## config.mk

```make
export PLATFORM = sky130hd
export DESIGN_NAME = rs12_err_apply
export DESIGN_NICKNAME = d
export VERILOG_FILES = /design/src/rtl/rs12_err_apply.sv
export SDC_FILE = /design/constraint.sdc
export NUM_CORES = 1
export LEC_CHECK = 0
export ABC_CLOCK_PERIOD_IN_PS = 4500
export BUFFER_PORTS_ARGS = -buffer_cell sky130_fd_sc_hd__clkbuf_2
export CORE_AREA = 2 2 94 96
export CTS_BUF_LIST = sky130_fd_sc_hd__clkbuf_16
export DETAILED_ROUTE_END_ITERATION = 12
export DIE_AREA = 0 0 96 98
export GPL_ROUTABILITY_DRIVEN = 0
export GPL_TIMING_DRIVEN = 0
export PLACE_DENSITY = 0.67
export SYNTH_ARGS = -nofsm -noshare
export SYNTH_HDL_FRONTEND = slang
export SYNTH_SLANG_ARGS = --single-unit
```

## constraint.sdc

```tcl
create_clock -name clk -period 4.5 [get_ports clk]
set_clock_uncertainty 0.05 [all_clocks]
set_input_delay 1.125 -clock clk [delete_from_list [all_inputs] [get_ports clk]]
set_output_delay 1.125 -clock clk [all_outputs]
set_load 0.03 [all_outputs]
```

## src/rtl/rs12_err_apply.sv

```systemverilog
module rs12_err_apply #(
  parameter int MAIN_BYTES  = 2048,
  parameter int SPARE_BYTES = 64,
  parameter int MAX_POS     = 1374,
  parameter int MAX_ERR     = 4,
  parameter int POS_W       = 11,
  localparam int SYM_W      = 12,
  localparam int CNT_W      = $clog2(MAX_ERR + 1),
  localparam int ADDR_W     = $clog2(MAIN_BYTES + SPARE_BYTES)
) (
  input  logic              clk,
  input  logic              rst_n,
  input  logic              in_valid,
  output logic              in_ready,
  input  logic              in_end,
  input  logic [POS_W-1:0]  in_pos,
  input  logic [SYM_W-1:0]  in_pat,
  output logic [ADDR_W-1:0] mem_addr,
  output logic              mem_rd,
  input  logic [7:0]        mem_rdata,
  output logic              mem_we,
  output logic [7:0]        mem_wdata,
  output logic              done,
  output logic              fail,
  output logic [CNT_W-1:0]  corr_cnt
);

  typedef enum logic [2:0] {S_IDLE, S_RD0, S_WR0, S_RD1, S_WR1} st_t;
  st_t st;

  logic [ADDR_W-1:0] a0, a1;
  logic [7:0]        d0, d1;
  logic [CNT_W-1:0]  cnt;
  logic              bad;

  wire              take   = in_valid && in_ready;
  wire [POS_W+1:0]  triple = ({2'b00, in_pos} << 1) + {2'b00, in_pos};
  wire [POS_W+1:0]  half   = triple >> 1;
  wire [ADDR_W-1:0] base   = half[ADDR_W-1:0];
  wire              odd    = in_pos[0];
  wire              at0    = (in_pos == '0);
  wire              reject = (in_pos > POS_W'(MAX_POS)) || (at0 && in_pat[11:8] != 4'h0)
                             || (cnt == CNT_W'(MAX_ERR));

  assign in_ready  = (st == S_IDLE);
  assign mem_rd    = (st == S_RD0) || (st == S_RD1);
  assign mem_we    = (st == S_WR0) || (st == S_WR1);
  assign mem_addr  = (st == S_RD0 || st == S_WR0) ? a0 : a1;
  assign mem_wdata = mem_rdata ^ ((st == S_WR0) ? d0 : d1);

  always_ff @(posedge clk) begin
    if (!rst_n) begin
      st       <= S_IDLE;
      a0       <= '0;
      a1       <= '0;
      d0       <= '0;
      d1       <= '0;
      cnt      <= '0;
      bad      <= 1'b0;
      done     <= 1'b0;
      fail     <= 1'b0;
      corr_cnt <= '0;
    end else begin
      done <= 1'b0;
      case (st)
        S_IDLE: if (take) begin
          if (in_end) begin
            done     <= 1'b1;
            fail     <= bad;
            corr_cnt <= bad ? '0 : cnt;
            bad      <= 1'b0;
            cnt      <= '0;
          end else if (!bad) begin
            if (reject) begin
              bad <= 1'b1;
            end else begin
              cnt <= cnt + 1'b1;
              a0  <= odd ? base : base - 1'b1;
              a1  <= odd ? base + 1'b1 : base;
              d0  <= odd ? in_pat[11:4] : {4'h0, in_pat[11:8]};
              d1  <= odd ? {in_pat[3:0], 4'h0} : in_pat[7:0];
              st  <= at0 ? S_RD1 : S_RD0;
            end
          end
        end
        S_RD0:   st <= S_WR0;
        S_WR0:   st <= S_RD1;
        S_RD1:   st <= S_WR1;
        default: st <= S_IDLE;
      endcase
    end
  end

endmodule


```

==> Word level (Yosys, flattened, before mapping) <==
Cells that the tools add are included.
{ "classes": {"order_cmp": 1, "bitwise_logic": 4, "n_addsub": 4, "n_eq_ne": 11, "muxes": 20, "reduce_logical": 16} }
{ "ops": {"columns": ["op", "count"], "rows": [
  ["$mux 12", 3],
  ["$mux 3", 8],
  ["$mux 8", 3],
  ["$add 12x11->13", 1],
  ["$add 12x1->12 const B", 1],
  ["$pmux 3 s4", 1],
  ["$sub 12x1->12 const B", 1],
  ["$gt 11x11->1 const B", 1],
  ["$logic_not 11->1", 1],
  ["$ne 2x2->1 const B", 5],
  ["$reduce_and 4->1", 2],
  ["$xor 8x8->8", 1],
  ["$eq 3x2->1 const B", 2],
  ["$eq 3x3->1 const B", 2],
  ["$reduce_and 3->1", 2],
  ["$logic_or 1x1->1", 5],
  ["$reduce_and 5->1", 1],
  ["$mux 1", 4],
  ["$reduce_bool 4->1", 1],
  ["$add 3x1->3 const B", 1],
  ["$eq 3x1->1 const B", 1],
  ["$logic_not 3->1", 1],
  ["$not 1->1", 3],
  ["$logic_and 1x1->1", 2],
  ["other kinds (3)", 3]
]} }
{ "word_totals": {"reg_bits": 52, "word_cells": 66, "output_inout_bits": 28} }

==> Logic depth before layout (Yosys ltp) <==
Gate-level depths: netlist of the first run.
{ "depth": {"ltp_word": 9, "mapped_depth": 12, "depth_no_buf": 10} }

==> Worst setup path before layout of the first run <==
No wires, ideal clock.
{ "synth_timing": {"kind": "input port to flip-flop", "start": "input port in_pos[0]", "end": "register a0[11]", "arrival_time_ns": 3.879, "path_stages": 9, "slack_ns": 0.509, "path_cell_list": "buf_1 > clkbuf_1 > inv_1 > ha_1 > or4_1 > nor3_1 > nand4_1 > or4_1 > nand3_1"} }
{ "synth_between": {"elab_chain_len": 6, "word_cells_on_any_way": 10} }
{ "synth_rtl": {"columns": ["element", "line_no", "source"], "rows": [
  ["from (decl)", "16", "input logic [POS_W-1:0] in_pos,"],
  ["branches (longest 6 deep; another with $add 12x11->13)", null, null],
  ["to (signal assigned)", "78", "a0 <= odd ? base : base - 1'b1;"],
  ["to (decl)", "31", "logic [ADDR_W-1:0] a0, a1;"]
]} }
Several ways; the timed one is not identified.
A chain may end at the register's enable or synchronous reset.

==> Worst setup path after layout of the first run <==
Same ends and word-level chain as after synthesis.

==> run summary, run 1 <==
CP max FO -> 7
clock sinks -> 52
Worst path top cell family by delay -> simple AND/OR/NAND/NOR gates
global route overflow -> 0
Net Sw Frac -> 33.72%
hold crit path type -> register to register
Setup-failing EPs final -> 0
Fin. Hold Viols -> 0
# IOs -> 63
WP data arrival -> 4230 ps
WHS -> 397.4 ps
crit share post-route -> 90.07%
Placeable Area -> 0.008466 mm^2
syn nets -> 490
Worst-Skew Late Latency -> 280 ps
max_cap viols -> 0
CP max stage delay -> 600 ps
sequential-to-total area share from yosys stat -> 28.44%
largest family of logic cells by synthesized area -> simple AND/OR/NAND/NOR gates
CP Cell Sequence -> clkbuf_2 > ha_1 > fa_1 > a21oi_1 > o221ai_1 > xnor2_1 > nor2b_1 > nand4_1 > or4_1 > nand3_1
Slew @ Worst Pin -> 723.4 ps
cell taking the most area after synthesis -> dfxtp_1
DRT Wirelength -> 9.178 mm
complex-gate fraction of the synthesized area -> 18.39%
CP Launch Type -> input port
CP required -> 4680 ps
cells after synthesis -> 426
Synth Flop Type -> dfxtp_1
# port buffers -> 61
RSZ-0062 raised after global routing -> no
CTS tree -> built
Die W -> 96 um
Distinct cells, synth -> 62
Post-synth EDFFs -> 0
post-synthesis mux area share -> 9.231%
post-layout min period -> 4053 ps
TritonCTS buffer count -> 5
Layout area overhead -> 15.93%
Post-DP HPWL -> 7.151 mm
Die Y -> 98 um
synthesized area per cell -> 8.591 um^2
Post-Synth Adder-Cell Area -> 10.12%
Final WS setup -> 447.0 ps
post-synth top area share -> 28.44%
Pwr Density -> 298.8 mW/mm^2
ANT nets after route -> 0
initial antenna violation count -> 0
vias in the first global route -> 3182
setup repair bufs after CTS -> 0
# H-tree levels -> 2
Leak -> 1.772 nW
DRC Markers -> 0
Synth Warn # -> 0
Slew HR -> 51.61%
status -> finished clean
Starting Density -> 43.23%
row count -> 34
fraction of registers with async set or reset after synthesis -> 0%
share of cells above drive strength 1 -> 20.45%
count leader, synth -> dfxtp_1
gr usage total -> 20.22%
Cell Area, Synth -> 0.003660 mm^2
CP Buf/Inv Count -> 1
Flop pwr share -> 39.4%
post-place setup slack -> -308.6 ps
Via Count -> 3308
Final #Nets -> 557
fmax -> 246.7 MHz
largest net degree at the start of global routing -> 15
XOR/XNOR Fraction of Synth Area -> 8.103%
DR pass1 iterations -> 4
filler cell count -> 840
Avg WL per Cell -> 15.25 um
clock-pin slew on the worst setup and hold paths -> 60 ps
Yosys reg bits -> 52
Commonest cells post-synth -> dfxtp_1, nor2_1, a21oi_1, nand2_1, ha_1
Comb pwr share -> 32.6%
ant diodes -> 0
global-route wire length before repair -> 15.21 mm
initial DRC count -> 127
Slowest-stage cell, CP -> xnor2_1
clock buffer depth -> 2
Synth Area in Simple Gates -> 21.03%
Area contributors post-synth -> dfxtp_1, ha_1, mux2i_1
switching power -> 0.4275 mW
vias per cell -> 5.495
Clock Tree Root -> clkbuf_16
Die Area -> 0.009408 mm^2
Worst VDD drop -> 0.1457 mV
Crit Path Class -> input port to register
Internal -> 0.8402 mW
Slew Limit Fails -> 0
Critical Path End Type -> register
Clk pwr share -> 28.0%
-- worst reg2reg max path, delay by kind of cell (launching register included) --
family          cells  cell delay, ps
compound gates      1             310
buf+inv             2             400
flops               1             300
simple gates        5            1610
-- state kept, by name, indices dropped and copies added (netlist names) --
signal	count
corr_cnt	3
a1	12
d0	8
st	3
done	1
a0	12
cnt	3
fail	1
bad	1
d1	8
-- power groups by stage --
stage	sequential, mW	combinational, mW	clock (mW)
floorplan	0.508	0.304	0
global placement	0.509	0.403	0
detailed placement	0.510	0.410	0
CTS	0.500	0.413	0.366
global route	0.503	0.456	0.382
finish	0.500	0.413	0.355
-- cells in the final DEF, fill, tap and decap left out, drive strengths merged, types with 8 or more instances in the layout --
master,netlist,routed
a21oi,31,31
nor2,33,33
mux2,14,14
o21ai,16,16
ha,28,28
a211oi,15,15
nor3,14,14
clkbuf,18,83
xor2,9,9
dfxtp,52,52
inv,19,21
nand2,30,30
mux2i,18,18
xnor2,21,21
nor4,8,8
nand3,17,17
-- metrics by stage --
stage | setup TNS [ps] | utilization, % | cell area [um^2] | std cells | power, mW
6_report | 0 | 50.12 | 4243 | 602 | 1.268
5_1_grt | 0 | 50.12 | 4243 | 602 | 1.341
4_1_cts | 0 | 50.15 | 4245 | 603 | 1.279
3_5_place_dp | -8916 | 48.43 | 4100 | 595 | 0.9206
3_3_place_gp | -5836 | 48.43 | 4100 | 595 | 0.9118
2_1_floorplan | 0 | - | 3660 | 426 | 0.8121
-- metal layers --
metal,up-vias,track usage (%),wire length (um)
met5,-,0,0
met4,0,6.374,188
met3,14,2.238,276
met2,71,34.67,4535
met1,1551,26.21,4178
li1,1672,-,-
-- final cells by class --
cell class / count / area [um^2] / area share [%]
well taps: 108 / 135.1 / 3.185
clock buffers: 5 / 125.1 / 2.949
flip-flops and latches: 52 / 1041 / 24.54
multi-input cells: 331 / 2455 / 57.86
plain buffers: 22 / 95.09 / 2.241
repair buffers: 61 / 305.3 / 7.196
clock inverters: 3 / 11.26 / 0.2654
inverters: 20 / 75.07 / 1.769
-- logic make-up (layout without fill, tap and decap cells) --
logic type      count (synthesis)  in the layout
mux                            32             32
compound gates                 96             96
flops                          52             52
simple gates                  144            144
fa+ha+maj                      29             29
buf+inv                        43            111
xor+xnor                       30             30
-- what timing repair did --
item                       CTS  global route
resized for setup            2             2
hold buffers                 0             0
setup endpoints to repair   13            12
-- path summary, 6_finish.rpt --
check | start | cells past startpoint | end | slack (ps)
worst max register to register | st[2]$_SDFFE_PN0P_ | 8 | a0[11]$_SDFFE_PN0P_ | 1770
worst max-delay path | in_pos[0] | 10 | a0[11]$_SDFFE_PN0P_ | 450
worst min register to register | a0[6]$_SDFFE_PN0P_ | 2 | a0[6]$_SDFFE_PN0P_ | 400
worst min-delay path | a0[6]$_SDFFE_PN0P_ | 2 | a0[6]$_SDFFE_PN0P_ | 400
No activity file was read; power rests on OpenSTA's default activity.
==> run 2, diff against run 1 <==
- PLACE_DENSITY: 0.67 -> 0.73
==> run 2 against run 1 <==
Sequential power barely moved; via count increased by 2.8%; first-iteration DRC count increased by 35%; routed wire length increased by 1.6%; hold slack improved by 3.2 ps; clock power increased by 23%; critical path depth stayed put; global-route usage shrank 0.15 points; sequential cell count did not move; final cell count is 0.17% higher; non-clock buffer count is 1 higher; largest cell class unchanged; largest power group unchanged.
==> run summary, run 2 (synthesized netlist as in run 1, its figures left out) <==
status -> finished clean (unchanged)
Leak -> 1.779 nW (was 1.772 nW)
CP Launch Type -> input port (unchanged)
row count -> 34 (unchanged)
Starting Density -> 43.23% (unchanged)
Via Count -> 3399 (was 3308)
Slew Limit Fails -> 0 (unchanged)
Final #Nets -> 558 (was 557)
CP required -> 4690 ps (was 4680 ps)
met2 WL -> 4.583 mm (was 4.535 mm)
Pwr Density -> 315.7 mW/mm^2 (was 298.8 mW/mm^2)
leading cell types in the layout, fill and taps excluded -> clkbuf_2, dfxtp_1, nor2_1 (unchanged)
Placeable Area -> 0.008466 mm^2 (unchanged)
vias per cell -> 5.637 (was 5.495)
crit share post-route -> 96.00% (was 90.07%)
WHS -> 400.6 ps (was 397.4 ps)
Storage cell area -> 0.001041 mm^2 (unchanged)
vias in the first global route -> 3224 (was 3182)
routed length on met3 -> 513 um (was 276 um)
hold crit path type -> register to register (unchanged)
ant diodes -> 0 (unchanged)
DR pass1 iterations -> 5 (was 4)
final core occ -> 50.53% (was 50.12%)
share of cells above drive strength 1 -> 21.01% (was 20.45%)
clock-pin slew on the worst setup and hold paths -> 70 ps (was 60 ps)
Crit Path Class -> input port to register (unchanged)
Die Area -> 0.009408 mm^2 (unchanged)
WP data arrival -> 4510 ps (was 4230 ps)
Layout area overhead -> 16.89% (was 15.93%)
area of the multi-input gates -> 0.002455 mm^2 (unchanged)
initial DRC count -> 171 (was 127)
max_cap viols -> 0 (unchanged)
DRT Wirelength -> 9.328 mm (was 9.178 mm)
Worst-Skew Late Latency -> 290 ps (was 280 ps)
# IOs -> 63 (unchanged)
global route overflow -> 0 (unchanged)
clock sinks -> 52 (unchanged)
largest net degree at the start of global routing -> 17 (was 15)
clock buffer depth -> 2 (unchanged)
global-route wire length before repair -> 15.15 mm (was 15.21 mm)
Post-DP HPWL -> 7.125 mm (was 7.151 mm)
R2R Setup Slk -> 1750 ps (was 1770 ps)
fmax -> 231.5 MHz (was 246.7 MHz)
Avg WL per Cell -> 15.47 um (was 15.25 um)
Die W -> 96 um (unchanged)
Critical Path End Type -> register (unchanged)
Fin. Hold Viols -> 0 (unchanged)
most common cell after layout, fill and taps aside -> clkbuf_2 (unchanged)
CTS tree -> built (unchanged)
post-layout min period -> 4320 ps (was 4053 ps)
wl on met1 -> 4.105 mm (was 4.178 mm)
gr usage total -> 20.08% (was 20.22%)
initial antenna violation count -> 0 (unchanged)
max layer used -> met4 (unchanged)
Final WS setup -> 179.8 ps (was 447.0 ps)
Die Y -> 98 um (unchanged)
Slew HR -> 54.87% (was 51.61%)
DRC Markers -> 0 (unchanged)
Regs by FF count -> a0 (12), a1 (12) (unchanged)
filler cell count -> 832 (was 840)
Slew @ Worst Pin -> 672.2 ps (was 723.4 ps)
Clock Tree Root -> clkbuf_16 (unchanged)
Worst VDD drop -> 0.1725 mV (was 0.1457 mV)
post-place setup slack -> -297.0 ps (was -308.6 ps)
CP max FO -> 10 (was 7)
TritonCTS buffer count -> 5 (unchanged)
# port buffers -> 61 (unchanged)
# H-tree levels -> 2 (unchanged)
ANT nets after route -> 0 (unchanged)
Setup-failing EPs final -> 0 (unchanged)
RSZ-0062 raised after global routing -> no (unchanged)
## run 2: cell types whose count changed in the layout (fill, tap and decap cells not counted), sizes merged
cell | previous run | this run
buf | 5 | 4
bufinv | 0 | 1
clkbuf | 83 | 85
clkinvlp | 0 | 1
inv | 21 | 19
## run 2: metal layers
layer / GRT usage (%) / vias up
met5: 0 / -
met4: 5.055 / 0
met3: 2.315 / 10
met2: 34.94 / 104
met1: 26.02 / 1613
li1: - / 1672
## run 2: worst paths after layout
check / to / start / depth (start not counted)
worst max register to register: a0[11]$_SDFFE_PN0P_ / st[2]$_SDFFE_PN0P_ / 8
worst min register to register: a0[6]$_SDFFE_PN0P_ / a0[6]$_SDFFE_PN0P_ / 2
worst max-delay path: a0[11]$_SDFFE_PN0P_ / in_pos[0] / 10
worst min-delay path: a0[6]$_SDFFE_PN0P_ / a0[6]$_SDFFE_PN0P_ / 2
## run 2: what timing repair did
item                       CTS  global route
resized for setup            0             4
buffers inserted             0             0
setup endpoints to repair    0            36
hold buffers                 0             0
## run 2: final cells by class
type / count / area share (%)
plain buffers: 23 / 2.311
clock buffers: 5 / 2.925
inverters: 20 / 1.755
flip-flops and latches: 52 / 24.33
repair buffers: 61 / 7.137
well taps: 108 / 3.159
clock inverters: 3 / 0.9944
multi-input cells: 331 / 57.39
## run 2: metrics by stage
step	total power [mW]	std cells	TNS, ps	area, um^2
final	1.350	603	0	4278
after global routing	1.414	603	0	4278
after global placement	0.9086	595	-3161	4100
after detailed placement	0.9198	595	-5885	4100
after floorplan	0.8121	426	0	3660
after CTS	1.349	603	0	4268
## run 2: report_power, final
part / switching [mW] / internal, mW / leakage [nW]
clock: 0.174 / 0.262 / 0.0798
sequential: 0.0132 / 0.486 / 0.423
combinational: 0.262 / 0.154 / 1.28
## run 2: worst max-delay path, cell delays in order
cell      delay, ps
clkbuf_2        160
clkbuf_2        310
clkbuf_1        410
inv_1           270
ha_1            430
or4_1           590
nor3_1          370
nand4_1         270
or4_1           480
nand3_1          90
==> run 3, diff against run 2 <==
- REMOVE_ABC_BUFFERS: not set -> 1
==> run 3 against run 2 <==
Setup slack better by 29 ps; critical path depth unchanged; final cell count down 3.0%; hold slack worse by 0.76 ps; non-clock buffer count down 18; global-route usage down 1.8 points; maximum frequency up 0.67%; sequential cell count unchanged; clock power down 13%; cell area down 1.6%; sequential power about the same; critical path type unchanged; critical endpoint unchanged; largest cell class unchanged.
==> run summary, run 3 (synthesized netlist as in run 1, its figures left out) <==
# IOs -> 63 (unchanged)
CP max stage delay -> 480 ps (was 590 ps)
CTS tree -> built (unchanged)
global route overflow -> 0 (unchanged)
Die W -> 96 um (unchanged)
clock-pin slew on the worst setup and hold paths -> 70 ps (about the same)
WP data arrival -> 4470 ps (was 4510 ps)
Hold Buf Count CTS -> 0 (unchanged)
Avg WL per Cell -> 14.34 um (was 15.47 um)
largest net degree at the start of global routing -> 45 (was 17)
ant diodes -> 0 (unchanged)
Fin. Hold Viols -> 0 (unchanged)
CP max FO -> 24 (was 10)
gr usage total -> 18.32% (was 20.08%)
clock buffer depth -> 2 (unchanged)
fmax -> 233.0 MHz (was 231.5 MHz)
hold crit path type -> register to register (unchanged)
Post-DP HPWL -> 6.281 mm (was 7.125 mm)
Slew @ Worst Pin -> 1264 ps (was 672.2 ps)
DR pass1 iterations -> 4 (was 5)
initial DRC count -> 141 (was 171)
initial antenna violation count -> 0 (unchanged)
Layout area overhead -> 15.01% (was 16.89%)
vias in the first global route -> 3093 (was 3224)
Regs by FF count -> a0 (12), a1 (12) (unchanged)
ANT nets after route -> 0 (unchanged)
post-layout min period -> 4291 ps (was 4320 ps)
Die Y -> 98 um (unchanged)
Leak -> 1.756 nW (was 1.779 nW)
final core occ -> 49.72% (was 50.53%)
Worst VDD drop -> 0.1799 mV (was 0.1725 mV)
# port buffers -> 62 (was 61)
Worst-Skew Late Latency -> 290 ps (about the same)
max_cap viols -> 0 (unchanged)
Crit Path Class -> input port to register (unchanged)
filler cell count -> 832 (unchanged)
# H-tree levels -> 2 (unchanged)
Pwr Density -> 303.8 mW/mm^2 (was 315.7 mW/mm^2)
Via Count -> 3244 (was 3399)
Slew Limit Fails -> 0 (unchanged)
Starting Density -> 43.23% (unchanged)
Final #Nets -> 540 (was 558)
DRT Wirelength -> 8.391 mm (was 9.328 mm)
row count -> 34 (unchanged)
post-place setup slack -> -169.5 ps (was -297.0 ps)
RSZ-0062 raised after global routing -> no (unchanged)
CP Cell Sequence -> clkbuf_2 > ha_1 > fa_1 > a21oi_1 > o221ai_1 > xnor2_2 > nor2b_1 > nand4_1 > or4_1 > nand3_1 (was clkbuf_2 > clkbuf_2 > clkbuf_1 > inv_1 > ha_1 > or4_1 > nor3_1 > nand4_1 > or4_1 > nand3_1)
DRC Markers -> 0 (unchanged)
Slowest-stage cell, CP -> or4_1 (unchanged)
Setup-failing EPs final -> 0 (unchanged)
vias per cell -> 5.545 (was 5.637)
CP required -> 4680 ps (was 4690 ps)
status -> finished clean (unchanged)
Critical Path End Type -> register (unchanged)
clock sinks -> 52 (unchanged)
setup repair bufs after CTS -> 0 (unchanged)
CP Launch Type -> input port (unchanged)
leading cell types in the layout, fill and taps excluded -> clkbuf_2, dfxtp_1, nor2_1 (unchanged)
Die Area -> 0.009408 mm^2 (unchanged)
global-route wire length before repair -> 14.06 mm (was 15.15 mm)
share of cells above drive strength 1 -> 22.43% (was 21.01%)
Placeable Area -> 0.008466 mm^2 (unchanged)
Clock Tree Root -> clkbuf_16 (unchanged)
WHS -> 399.8 ps (was 400.6 ps)
crit share post-route -> 95.36% (was 96.00%)
Final WS setup -> 208.7 ps (was 179.8 ps)
post-cts resize count -> 0 (unchanged)
most common cell after layout, fill and taps aside -> clkbuf_2 (unchanged)
Design Power -> 1.279 mW (was 1.350 mW)
TritonCTS buffer count -> 5 (unchanged)
setup TNS -> 0 ps (unchanged)
Slew HR -> 15.40% (was 54.87%)
==> run 3: metrics by stage <==
step | instance area, um^2 | cells
after global placement | 4009 | 573
after CTS | 4200 | 585
after detailed placement | 4054 | 577
after floorplan | 3563 | 403
final | 4209 | 585
after global routing | 4209 | 585
==> run 3: final cells by class <==
class / count / area (um^2) / area share (%)
multi-input combinational: 331 / 2467 / 58.62
sequential: 52 / 1041 / 24.73
timing repair buffer: 66 / 344.1 / 8.175
tap: 108 / 135.1 / 3.210
clock buffer: 5 / 125.1 / 2.973
inverter: 20 / 75.07 / 1.784
clock inverter: 3 / 21.27 / 0.5054
==> run 3: where the power goes <==
part / leakage [nW] / internal (mW) / switching [mW]
clock: 0.0702 / 0.207 / 0.171
combinational: 1.26 / 0.151 / 0.248
sequential: 0.423 / 0.487 / 0.0148
==> run 3: critical path, delay by kind of cell <==
family / cells / cell delay [ps]
xor+xnor: 1 / 430
simple gates: 4 / 1140
fa+ha+maj: 2 / 790
compound gates: 2 / 630
buf+inv: 1 / 350
==> run 3: worst paths after layout <==
check | startpoint | endpoint | slack [ps] | cells after the start
setup / recovery | in_pos[0] | a0[11]$_SDFFE_PN0P_ | 210 | 10
hold / removal | a0[0]$_SDFFE_PN0P_ | a0[0]$_SDFFE_PN0P_ | 400 | 2
setup reg to reg | cnt[0]$_SDFFE_PN0P_ | a0[11]$_SDFFE_PN0P_ | 1720 | 8
hold reg to reg | a0[0]$_SDFFE_PN0P_ | a0[0]$_SDFFE_PN0P_ | 400 | 2
==> run 3: routing by layer <==
layer,vias up,track usage [%],share of wire (%)
met2,66,30.88,49
li1,1640,-,-
met1,1531,24.49,46
met4,0,4.505,1.0
met5,-,0,0
met3,7,2.469,3.7
